## config.mk

```make
export PLATFORM = sky130hd
export DESIGN_NAME = spi_wprot_ctrl
export DESIGN_NICKNAME = d
export VERILOG_FILES = /design/src/rtl/spi_wprot_ctrl.sv
export SDC_FILE = /design/constraint.sdc
export NUM_CORES = 1
export LEC_CHECK = 0
export CAP_MARGIN = 20
export CORE_MARGIN = 1.5
export CORE_UTILIZATION = 33
export DETAILED_ROUTE_END_ITERATION = 10
export GPL_TIMING_DRIVEN = 0
export MAX_ROUTING_LAYER = met4
export PLACE_DENSITY_LB_ADDON = 0.15
export REMOVE_ABC_BUFFERS = 1
export SKIP_CTS_REPAIR_TIMING = 1
export SYNTH_ARGS = -nofsm -noshare
export SYNTH_HDL_FRONTEND = slang
export SYNTH_SLANG_ARGS = --single-unit
```

## constraint.sdc

```tcl
create_clock -name clk -period 1.65 [get_ports clk]
set_input_delay 0.33 -clock clk [delete_from_list [all_inputs] [get_ports clk]]
set_output_delay 0.33 -clock clk [all_outputs]
set_load 0.01 [all_outputs]
```

## src/rtl/spi_wprot_ctrl.sv

```systemverilog
module spi_wprot_ctrl #(
  parameter int ADDR_W = 17
) (
  input  logic              clk,
  input  logic              rst_n,
  input  logic              wp_n,
  input  logic              cmd_wren,
  input  logic              cmd_wrdi,
  input  logic              cmd_wrsr,
  input  logic [7:0]        wrsr_data,
  input  logic              cmd_write,
  input  logic [ADDR_W-1:0] write_addr,
  input  logic              cyc_done,
  output logic [7:0]        status,
  output logic              cmd_accept,
  output logic              cmd_reject,
  output logic              addr_writable
);
  localparam int TOP = ADDR_W - 1;

  logic       lock, wel, busy, pend_sr, pend_lock;
  logic [1:0] prot, pend_prot;
  logic [1:0] region;
  logic       in_area, hw_locked, sr_ok, wr_ok;

  assign region    = write_addr[TOP -: 2];
  assign in_area   = (prot == 2'b11) ||
                     (prot == 2'b10 && region[1]) ||
                     (prot == 2'b01 && region == 2'b11);
  assign addr_writable = !in_area;
  assign hw_locked = lock && !wp_n;
  assign sr_ok     = wel && !hw_locked;
  assign wr_ok     = wel && !in_area;
  assign status    = {lock, 3'b000, prot, wel, busy};

  always_ff @(posedge clk) begin
    if (!rst_n) begin
      lock       <= 1'b0;
      prot       <= 2'b00;
      wel        <= 1'b0;
      busy       <= 1'b0;
      pend_sr    <= 1'b0;
      pend_lock  <= 1'b0;
      pend_prot  <= 2'b00;
      cmd_accept <= 1'b0;
      cmd_reject <= 1'b0;
    end else begin
      cmd_accept <= 1'b0;
      cmd_reject <= 1'b0;
      if (busy && cyc_done) begin
        busy <= 1'b0;
        wel  <= 1'b0;
        if (pend_sr) begin
          lock <= pend_lock;
          prot <= pend_prot;
        end
      end
      if (cmd_wrsr) begin
        if (!busy) begin
          if (sr_ok) begin
            cmd_accept <= 1'b1;
            busy       <= 1'b1;
            pend_sr    <= 1'b1;
            pend_lock  <= wrsr_data[7];
            pend_prot  <= wrsr_data[3:2];
          end else begin
            cmd_reject <= 1'b1;
          end
        end
      end else if (cmd_write) begin
        if (!busy) begin
          if (wr_ok) begin
            cmd_accept <= 1'b1;
            busy       <= 1'b1;
            pend_sr    <= 1'b0;
          end else begin
            cmd_reject <= 1'b1;
          end
        end
      end else if (cmd_wren) begin
        wel        <= 1'b1;
        cmd_accept <= 1'b1;
      end else if (cmd_wrdi) begin
        wel        <= 1'b0;
        cmd_accept <= 1'b1;
      end
    end
  end
endmodule

```

# Yosys cells after proc, flatten, opt, wreduce, memory -nomap -nowiden

Index checks and enable logic that the tools add are counted.
W data, S select, Z words.

Flip-flop bits (word level): 11
Logic and storage cells: 63
Input bits: 33
Output and inout port bits: 11

Bitwise logic cells: 1
Muxes and demuxes: 32
Reductions and logical operators: 16
Equality and inequality tests: 5

Operators with widths:

| operator             | count |
|---|---|
| $mux W1              | 32 |
| $eq A2 B2 Y1 const B | 3 |
| $logic_and A1 B1 Y1  | 6 |
| $reduce_and A4 Y1    | 1 |
| $reduce_bool A2 Y1   | 2 |
| $logic_not A1 Y1     | 3 |
| $reduce_and A3 Y1    | 1 |
| $eq A2 B1 Y1 const B | 1 |
| $logic_or A1 B1 Y1   | 2 |
| $ne A2 B1 Y1 const B | 1 |
| $reduce_and A2 Y1    | 1 |
| $not A1 Y1           | 1 |

# Longest topological paths before layout

Gate-level depths: netlist of run 1.

Depth in word-level cells: 10
Mapped depth: 3
Depth with buffers taken out: 3

# Worst setup path before layout of run 1

Ideal clock, no wire load.

Path type: register -> register
Start: register prot[0]
End: register cmd_accept
Clock period less this slack: 1.101 ns
Cell stages (with the launch flop): 4
Buffers on the path: 0
Setup slack: 0.549 ns
Setup time: 0.122 ns
Data required time: 1.528 ns
Data arrival time: 0.979 ns
Cells stage by stage: dfxtp_1 -> and3_1 -> nor3_1 -> o31a_2

Word-level cells in the longest chain between the ends: 10
Elaborated cells between the ends (all ways): 13
Those cells by class: eq/ne (3); mux (4); reduce/logical (6)

Ends and longest elaborated chain:

| item                    | RTL line | text |
|---|---|---|
| start, declared         | 22       | `logic [1:0] prot, pend_prot;` |
| start signal, assigned  | 55       | `prot <= pend_prot;` |
| $eq A2 B2 Y1            | 28       | `(prot == 2'b10 && region[1]) \|\|` |
| $logic_and A1 B1 Y1     | 28       |  |
| $logic_or A1 B1 Y1      | 27       | `assign in_area = (prot == 2'b11) \|\|` |
| $logic_or A1 B1 Y1 (*)  | 28       |  |
| $logic_not A1 Y1 (*)    | 33       | `assign wr_ok = wel && !in_area;` |
| $logic_and A1 B1 Y1 (*) | 33       |  |
| $mux W1 (*)             | 72       | `if (wr_ok) begin` |
| $mux W1 (*)             | 71       | `if (!busy) begin` |
| $mux W1 (*)             | 70       | `end else if (cmd_write) begin` |
| $mux W1 (*)             | 58       | `if (cmd_wrsr) begin` |
| end signal, assigned    | 61       | `cmd_accept <= 1'b1;` |
| end signal, assigned    | 73       | `cmd_accept <= 1'b1;` |
| end signal, assigned    | 82       | `cmd_accept <= 1'b1;` |
| end, declared           | 15       | `output logic cmd_accept,` |

Every way passes the cells marked *; elsewhere a longest branch is shown, timed or not.
A chain may end at the register's enable or synchronous reset.

# Final worst setup path of run 1

Start: input write_addr[16]
End: output addr_writable

Word-level cells in the longest chain between the ends: 4
Elaborated cells between the ends (all ways): 6
Those cells by class: eq/ne (1); reduce/logical (5)

Ends and longest elaborated chain:

| item                                                             | RTL line | text |
|---|---|---|
| start, declared                                                  | 12       | `input logic [ADDR_W-1:0] write_addr,` |
| $eq A2 B2 Y1 / $logic_and A1 B1 Y1 (equally long branches)       | 29, 28   |  |
| $logic_and A1 B1 Y1 / $logic_or A1 B1 Y1 (equally long branches) | 29, 27   |  |
| $logic_or A1 B1 Y1 (*)                                           | 28       |  |
| $logic_not A1 Y1 (*)                                             | 30       | `assign addr_writable = !in_area;` |
| end, declared                                                    | 17       | `output logic addr_writable` |

Marked as above.

==> impl_metrics.yaml, run 1 <==
floorplanning:
  ios: 44
  die_area_mm2: 0.00185
  rows: 14
  die_height_um: 43
  die_w_um: 43
  initial_core_util_pct: 35.0
  core_mm2: 0.00151
timing:
  setup_viol: 0
  fin_crit_ns: 1.53
  max_freq_mhz: 652
  holdWs_ns: 0.467
  fin_crit_sh_pct: 93.0
  clock_skew_ns: 0.00637
  report.final.slew_viol_count: 0
  grt_setup_unrepaired: "false"
  finalHoldViolations: 0
yosys:
  synth_edf_count: 0
  synthCells: 60
  ys_types: 26
  yosysSeqAreaShare_pct: 41.7
  synth_warnings: 0
  synth_seq_cells: 11
  async_flop_share_pct: 0
  synth.avg_cell_area_um2: 8.80
  synth_flop_cell: "dfxtp_1"
  syn_area_um2: 528
global_route:
  grt.busiest_layer: "met2"
  grt_max_degree: 9
  track_usage_pct: 13.1
  grt_use_met3_pct: 6.38
  grt_pass1_wl_mm: 1.72
  met1_usage_pct: 16.1
  gr-usage-met2_pct: 18.2
  grt-ovfl-total: 0
  grt_pass1_vias: 377
  grt_antenna_before_repair: 0
worst_setup_path:
  cp-start-kind: "input pin"
  worstPathCellList: "clkdlybuf4s50_1 -> and3_1 -> nor2_1 -> dlymetal6s2s_1"
  cp-end-kind: "primary output"
  worstPathArrival_ns: 1.20
  slowest_delay_ns: 0.47
  setup.worst_path.start: "write_addr[16]"
  slowest_stage: "clkdlybuf4s50_1"
  worstPathRequired_ns: 1.32
  cp_max_fo: 3
  regToRegEndpoint: "cmd_accept$_SDFF_PN0_"
  path_class: "input pin to primary output"
  r2r_start: "prot[0]$_SDFFE_PN0P_"
  path_delay_family: "buffers and inverters"
  critPathBufInv: 2
  r2r_slack_ns: 0.47
  ff2ff_path_depth: 3
detailed_routing:
  num_vias: 491
  routedWlPerCell_um: 11.5
  drt_iter0_markers: 7
  dr.pass1.iters: 4
  drc: 0
  via_per_inst: 5.11
  ant_nets: 0
  wl_mm: 1.11
pwr:
  power_density_mw_per_mm2: 722
  ir_worst_vdd_v: 0.000410
  leakagePower_uw: 0.000300
  finalPower_uw: 536
clock_tree:
  htreeDepth: 1
  clk-insertion-delay-late_ns: 0.27
  clockBufferDepth: 2
  clkSinkCount: 11
  root_buffer: "clkbuf_4"
  cts_buffers: 3
  cts_tree: "done"
  clk_pin_slew_ns: 0.06
job:
  max_cap_viol_count: 0
worst_hold_path:
  worstHoldStart: "pend_sr$_SDFFE_PN0P_"
  min_to: "pend_sr$_SDFFE_PN0P_"
  hold_depth: 2
  hp-class: "flop to flop"
placement:
  place.gp.congestion: 0.724
  hpwlAfterDp_um: 836
  portBuffers: 20
  dpl_cell_area_um2: 711
final_layout:
  postLayoutCellArea_um2: 742
  area_delta_synth_final_pct: 40.5
  drive_gt1_share_pct: 10.0
  antenna_cells: 0
  fin_nets: 114
outcome:
  status: "completed"
==> metal layers <==
metal	share of wire (%)	wire, µm	vias up
met3	7.1	79	2
met5	0	0	-
met4	0.54	6	0
met2	46	505	18
met1	47	515	225
li1	-	-	246
==> power breakdown <==
part / switching, µW / internal [µW] / total, µW
logic: 27.4 / 45.8 / 73.2
clock network: 89.1 / 93.6 / 183
registers: 5.35 / 274 / 280
total: 122 / 414 / 536
==> sequential cells by signal (all words and copies together) (netlist names) <==
signal / flops
lock: 1
pend_prot: 2
busy: 1
pend_sr: 1
pend_lock: 1
wel: 1
prot: 2
cmd_accept: 1
cmd_reject: 1
==> cell usage after synthesis (all sizes together) (2+ instances only) <==
cell type  number  share of area [%]
dfxtp          11                 42
buf             6                8.5
nor2            6                4.3
a21oi           4                3.8
nand3           4                3.8
mux2i           3                5.7
nand2           3                2.1
o21ai           3                2.8
inv             2                1.4
o21a            2                2.8
o31a            2                3.8
==> cell families after synthesis <==
family                 share of synthesized area (%)
multiplexers                                    5.69
AND/OR/NAND/NOR                                 22.5
buffers and inverters                           9.95
other                                          0.710
flip-flops                                      41.7
AO/OA/AOI/OAI                                   19.4
==> cell type report <==
cell class              instances  area [µm²]
fillers                       153         764
repair buffers                 20         203
inverters                       2        7.51
well taps                      16        20.0
flip-flops and latches         11         223
clock buffers                   4        26.3
multi-input cells              43         263
==> worst register-to-register path, delay by kind of cell, from the launching register on <==
kind	cells	cell delay (ns)
flip-flops	1	0.33
AO/OA/AOI/OAI	2	0.41
AND/OR/NAND/NOR	1	0.37
==> placed cells by master, fill, tap and decap left out <==
master / netlist / final
clkdlybuf4s50_1: 0 / 19
nand3_1: 4 / 4
and2b_1: 1 / 1
o31a_2: 2 / 2
conb_1: 1 / 3
and3_1: 1 / 1
dlymetal6s2s_1: 0 / 1
and3b_1: 1 / 1
inv_1: 1 / 1
nand2b_1: 1 / 1
o2bb2ai_1: 1 / 1
nor3_1: 1 / 1
a221o_1: 1 / 1
dfxtp_2: 0 / 2
clkbuf_4: 0 / 3
nand4bb_1: 1 / 1
o21a_1: 2 / 2
nand2_1: 3 / 3
dfxtp_1: 11 / 9
a21oi_1: 4 / 4
inv_2: 1 / 1
mux2i_1: 3 / 3
nand3b_1: 1 / 1
o21ai_0: 3 / 3
clkbuf_1: 0 / 1
or3_1: 1 / 1
a31oi_1: 1 / 1
nor2_1: 6 / 6
o21bai_1: 1 / 1
nor2b_1: 1 / 1
==> per-stage QoR <==
step	instances	TNS (ns)	worst slack (ns)	utilization, %
after floorplan	56	0	0.549	-
after global placement	92	-0.252	-0.252	47.2
after detailed placement	92	-0.259	-0.259	47.2
after CTS	96	-0.266	-0.266	48.9
after global routing	96	0	0.0472	49.3
final	96	0	0.115	49.3
==> worst max path at each step <==
stage / to / slack (ns) / cells after the start
after global routing: status[2] / 0.05 / 1
after floorplan: cmd_accept$_SDFF_PN0_ / 0.55 / 3
after CTS: addr_writable / -0.27 / 4
after detailed placement: addr_writable / -0.26 / 4
after global placement: addr_writable / -0.25 / 4
final: addr_writable / 0.12 / 4
Power figures use the tool's default switching activity.
==> run 2: changes to the inputs <==
- GPL_TIMING_DRIVEN: 0 -> not set
==> run 2 against run 1 <==
- fmax down 2.0%
- routed wire length is 3.4% higher
- clock skew up 0.0026 ns
- global-route usage increased by 0.10 points
- sequential cell count unchanged
- cell count up 7.3%
- sequential share of layout area down 2.1 points
- worst hold slack improved by 0.0094 ns
- critical path type is now flop to primary output
- largest power group unchanged
- highest routed layer unchanged
==> impl_metrics.yaml, run 2 (synthesized netlist as in run 1, its figures left out) <==
detailed_routing:
  drt_iter0_markers: 1
  wl_mm: 1.15
  routedWlPerCell_um: 11.1
  dr.pass1.iters: 2
  ant_nets: 0
  num_vias: 499
  via_per_inst: 4.84
  drc: 0
worst_setup_path:
  slowest_stage: "clkdlybuf4s50_1"
  r2r_start: "prot[0]$_SDFFE_PN0P_"
  regToRegEndpoint: "cmd_accept$_SDFF_PN0_"
  r2r_slack_ns: 0.34
  critPathBufInv: 1
  cp-end-kind: "primary output"
  slowest_delay_ns: 0.57
  ff2ff_path_depth: 5
  worstPathArrival_ns: 1.24
  worstPathRequired_ns: 1.32
  worstPathCellList: "clkdlybuf4s50_1"
  path_class: "flop to primary output"
  path_delay_family: "buffers and inverters"
  cp-start-kind: "flop"
  cp_max_fo: 6
floorplanning:
  core_mm2: 0.00151
  ios: 44
  die_w_um: 43
  rows: 14
  die_height_um: 43
  die_area_mm2: 0.00185
  initial_core_util_pct: 35.0
final_layout:
  final_cell_count_no_fill: 103
  reg_top3: "pend_prot (2), prot (2)"
  drive_gt1_share_pct: 16.1
  antenna_cells: 0
  final_cell_mix: "19 x clkdlybuf4s50_1, 10 x dfxtp_1, 7 x buf_4, 6 x nor2_1"
  fin_nets: 121
  area_delta_synth_final_pct: 50.2
  layout_commonest_cell: "clkdlybuf4s50_1"
global_route:
  grt_antenna_before_repair: 0
  grt-ovfl-total: 0
  grt_max_degree: 9
  grt_pass1_wl_mm: 1.77
  grt_pass1_vias: 430
  track_usage_pct: 13.2
clock_tree:
  cts_tree: "done"
  clockBufferDepth: 2
  root_buffer: "clkbuf_4"
  htreeDepth: 1
  clkSinkCount: 11
  clk_pin_slew_ns: 0.07
  clk-insertion-delay-late_ns: 0.27
  cts_buffers: 3
timing:
  finalHoldViolations: 0
  max_freq_mhz: 639
  clock_skew_ns: 0.00899
  fin_crit_sh_pct: 94.9
  setup_viol: 0
  grt_setup_unrepaired: "false"
  report.final.slew_viol_count: 0
  fin_crit_ns: 1.57
worst_hold_path:
  min_to: "pend_sr$_SDFFE_PN0P_"
  hold_depth: 2
  worstHoldStart: "pend_sr$_SDFFE_PN0P_"
  hp-class: "flop to flop"
pwr:
  power_density_mw_per_mm2: 689
  finalPower_uw: 547
  leakagePower_uw: 0.000336
  ir_worst_vdd_v: 0.000506
placement:
  place.gp.congestion: 0.731
  hpwlAfterDp_um: 846
  dpl.cell_count: 99
  portBuffers: 20
job:
  max_cap_viol_count: 0
outcome:
  status: "completed"
==> run 2: changes by cell type in the layout (fill, tap and decap cells not counted) <==
cell,before,now
buf_4,0,7
dfxtp_1,9,10
dfxtp_2,2,1
==> run 2: routing by layer <==
layer,global-route usage (%),wire length (µm)
met5,-,0
met4,3.64,6
met3,5.11,64
met2,22.4,552
met1,14.4,522
==> run 2: final cells by class <==
class / instances / area, µm²
Multi-Input combinational cell: 43 / 263
Clock buffer: 4 / 26.3
Tap cell: 16 / 20.0
Fill cell: 166 / 713
Sequential cell: 11 / 221
Timing Repair Buffer: 27 / 255
Inverter: 2 / 7.51
==> run 2: worst max path at each step <==
stage	startpoint	to	slack [ns]	cells after the start
final	wel$_SDFF_PN0_	status[1]	0.08	1
after CTS	write_addr[16]	addr_writable	-0.24	4
after floorplan	prot[0]$_SDFFE_PN0P_	cmd_accept$_SDFF_PN0_	0.55	3
after global placement	write_addr[16]	addr_writable	-0.23	4
after detailed placement	write_addr[16]	addr_writable	-0.24	4
after global routing	wel$_SDFF_PN0_	status[1]	0.03	1
==> run 2: stage by stage <==
stage / utilization, % / TNS (ns) / area, µm² / setup slack, ns / hold WS [ns]
2_1_floorplan: - / 0 / 490 / 0.549 / 0.442
3_3_place_gp: 50.7 / -0.326 / 763 / -0.233 / 0.450
3_5_place_dp: 50.7 / -0.333 / 763 / -0.235 / 0.455
4_1_cts: 52.4 / -0.244 / 790 / -0.244 / 0.479
5_1_grt: 52.7 / 0 / 793 / 0.0339 / 0.507
6_report: 52.7 / 0 / 793 / 0.0842 / 0.476
==> run 2: where the power goes <==
group	leakage, µW	switching [µW]	internal (µW)	total, µW
sequential	0.0000899	5.24	274	279
clock	0.0000150	94.6	93.5	188
combinational	0.000231	28.5	50.9	79.3
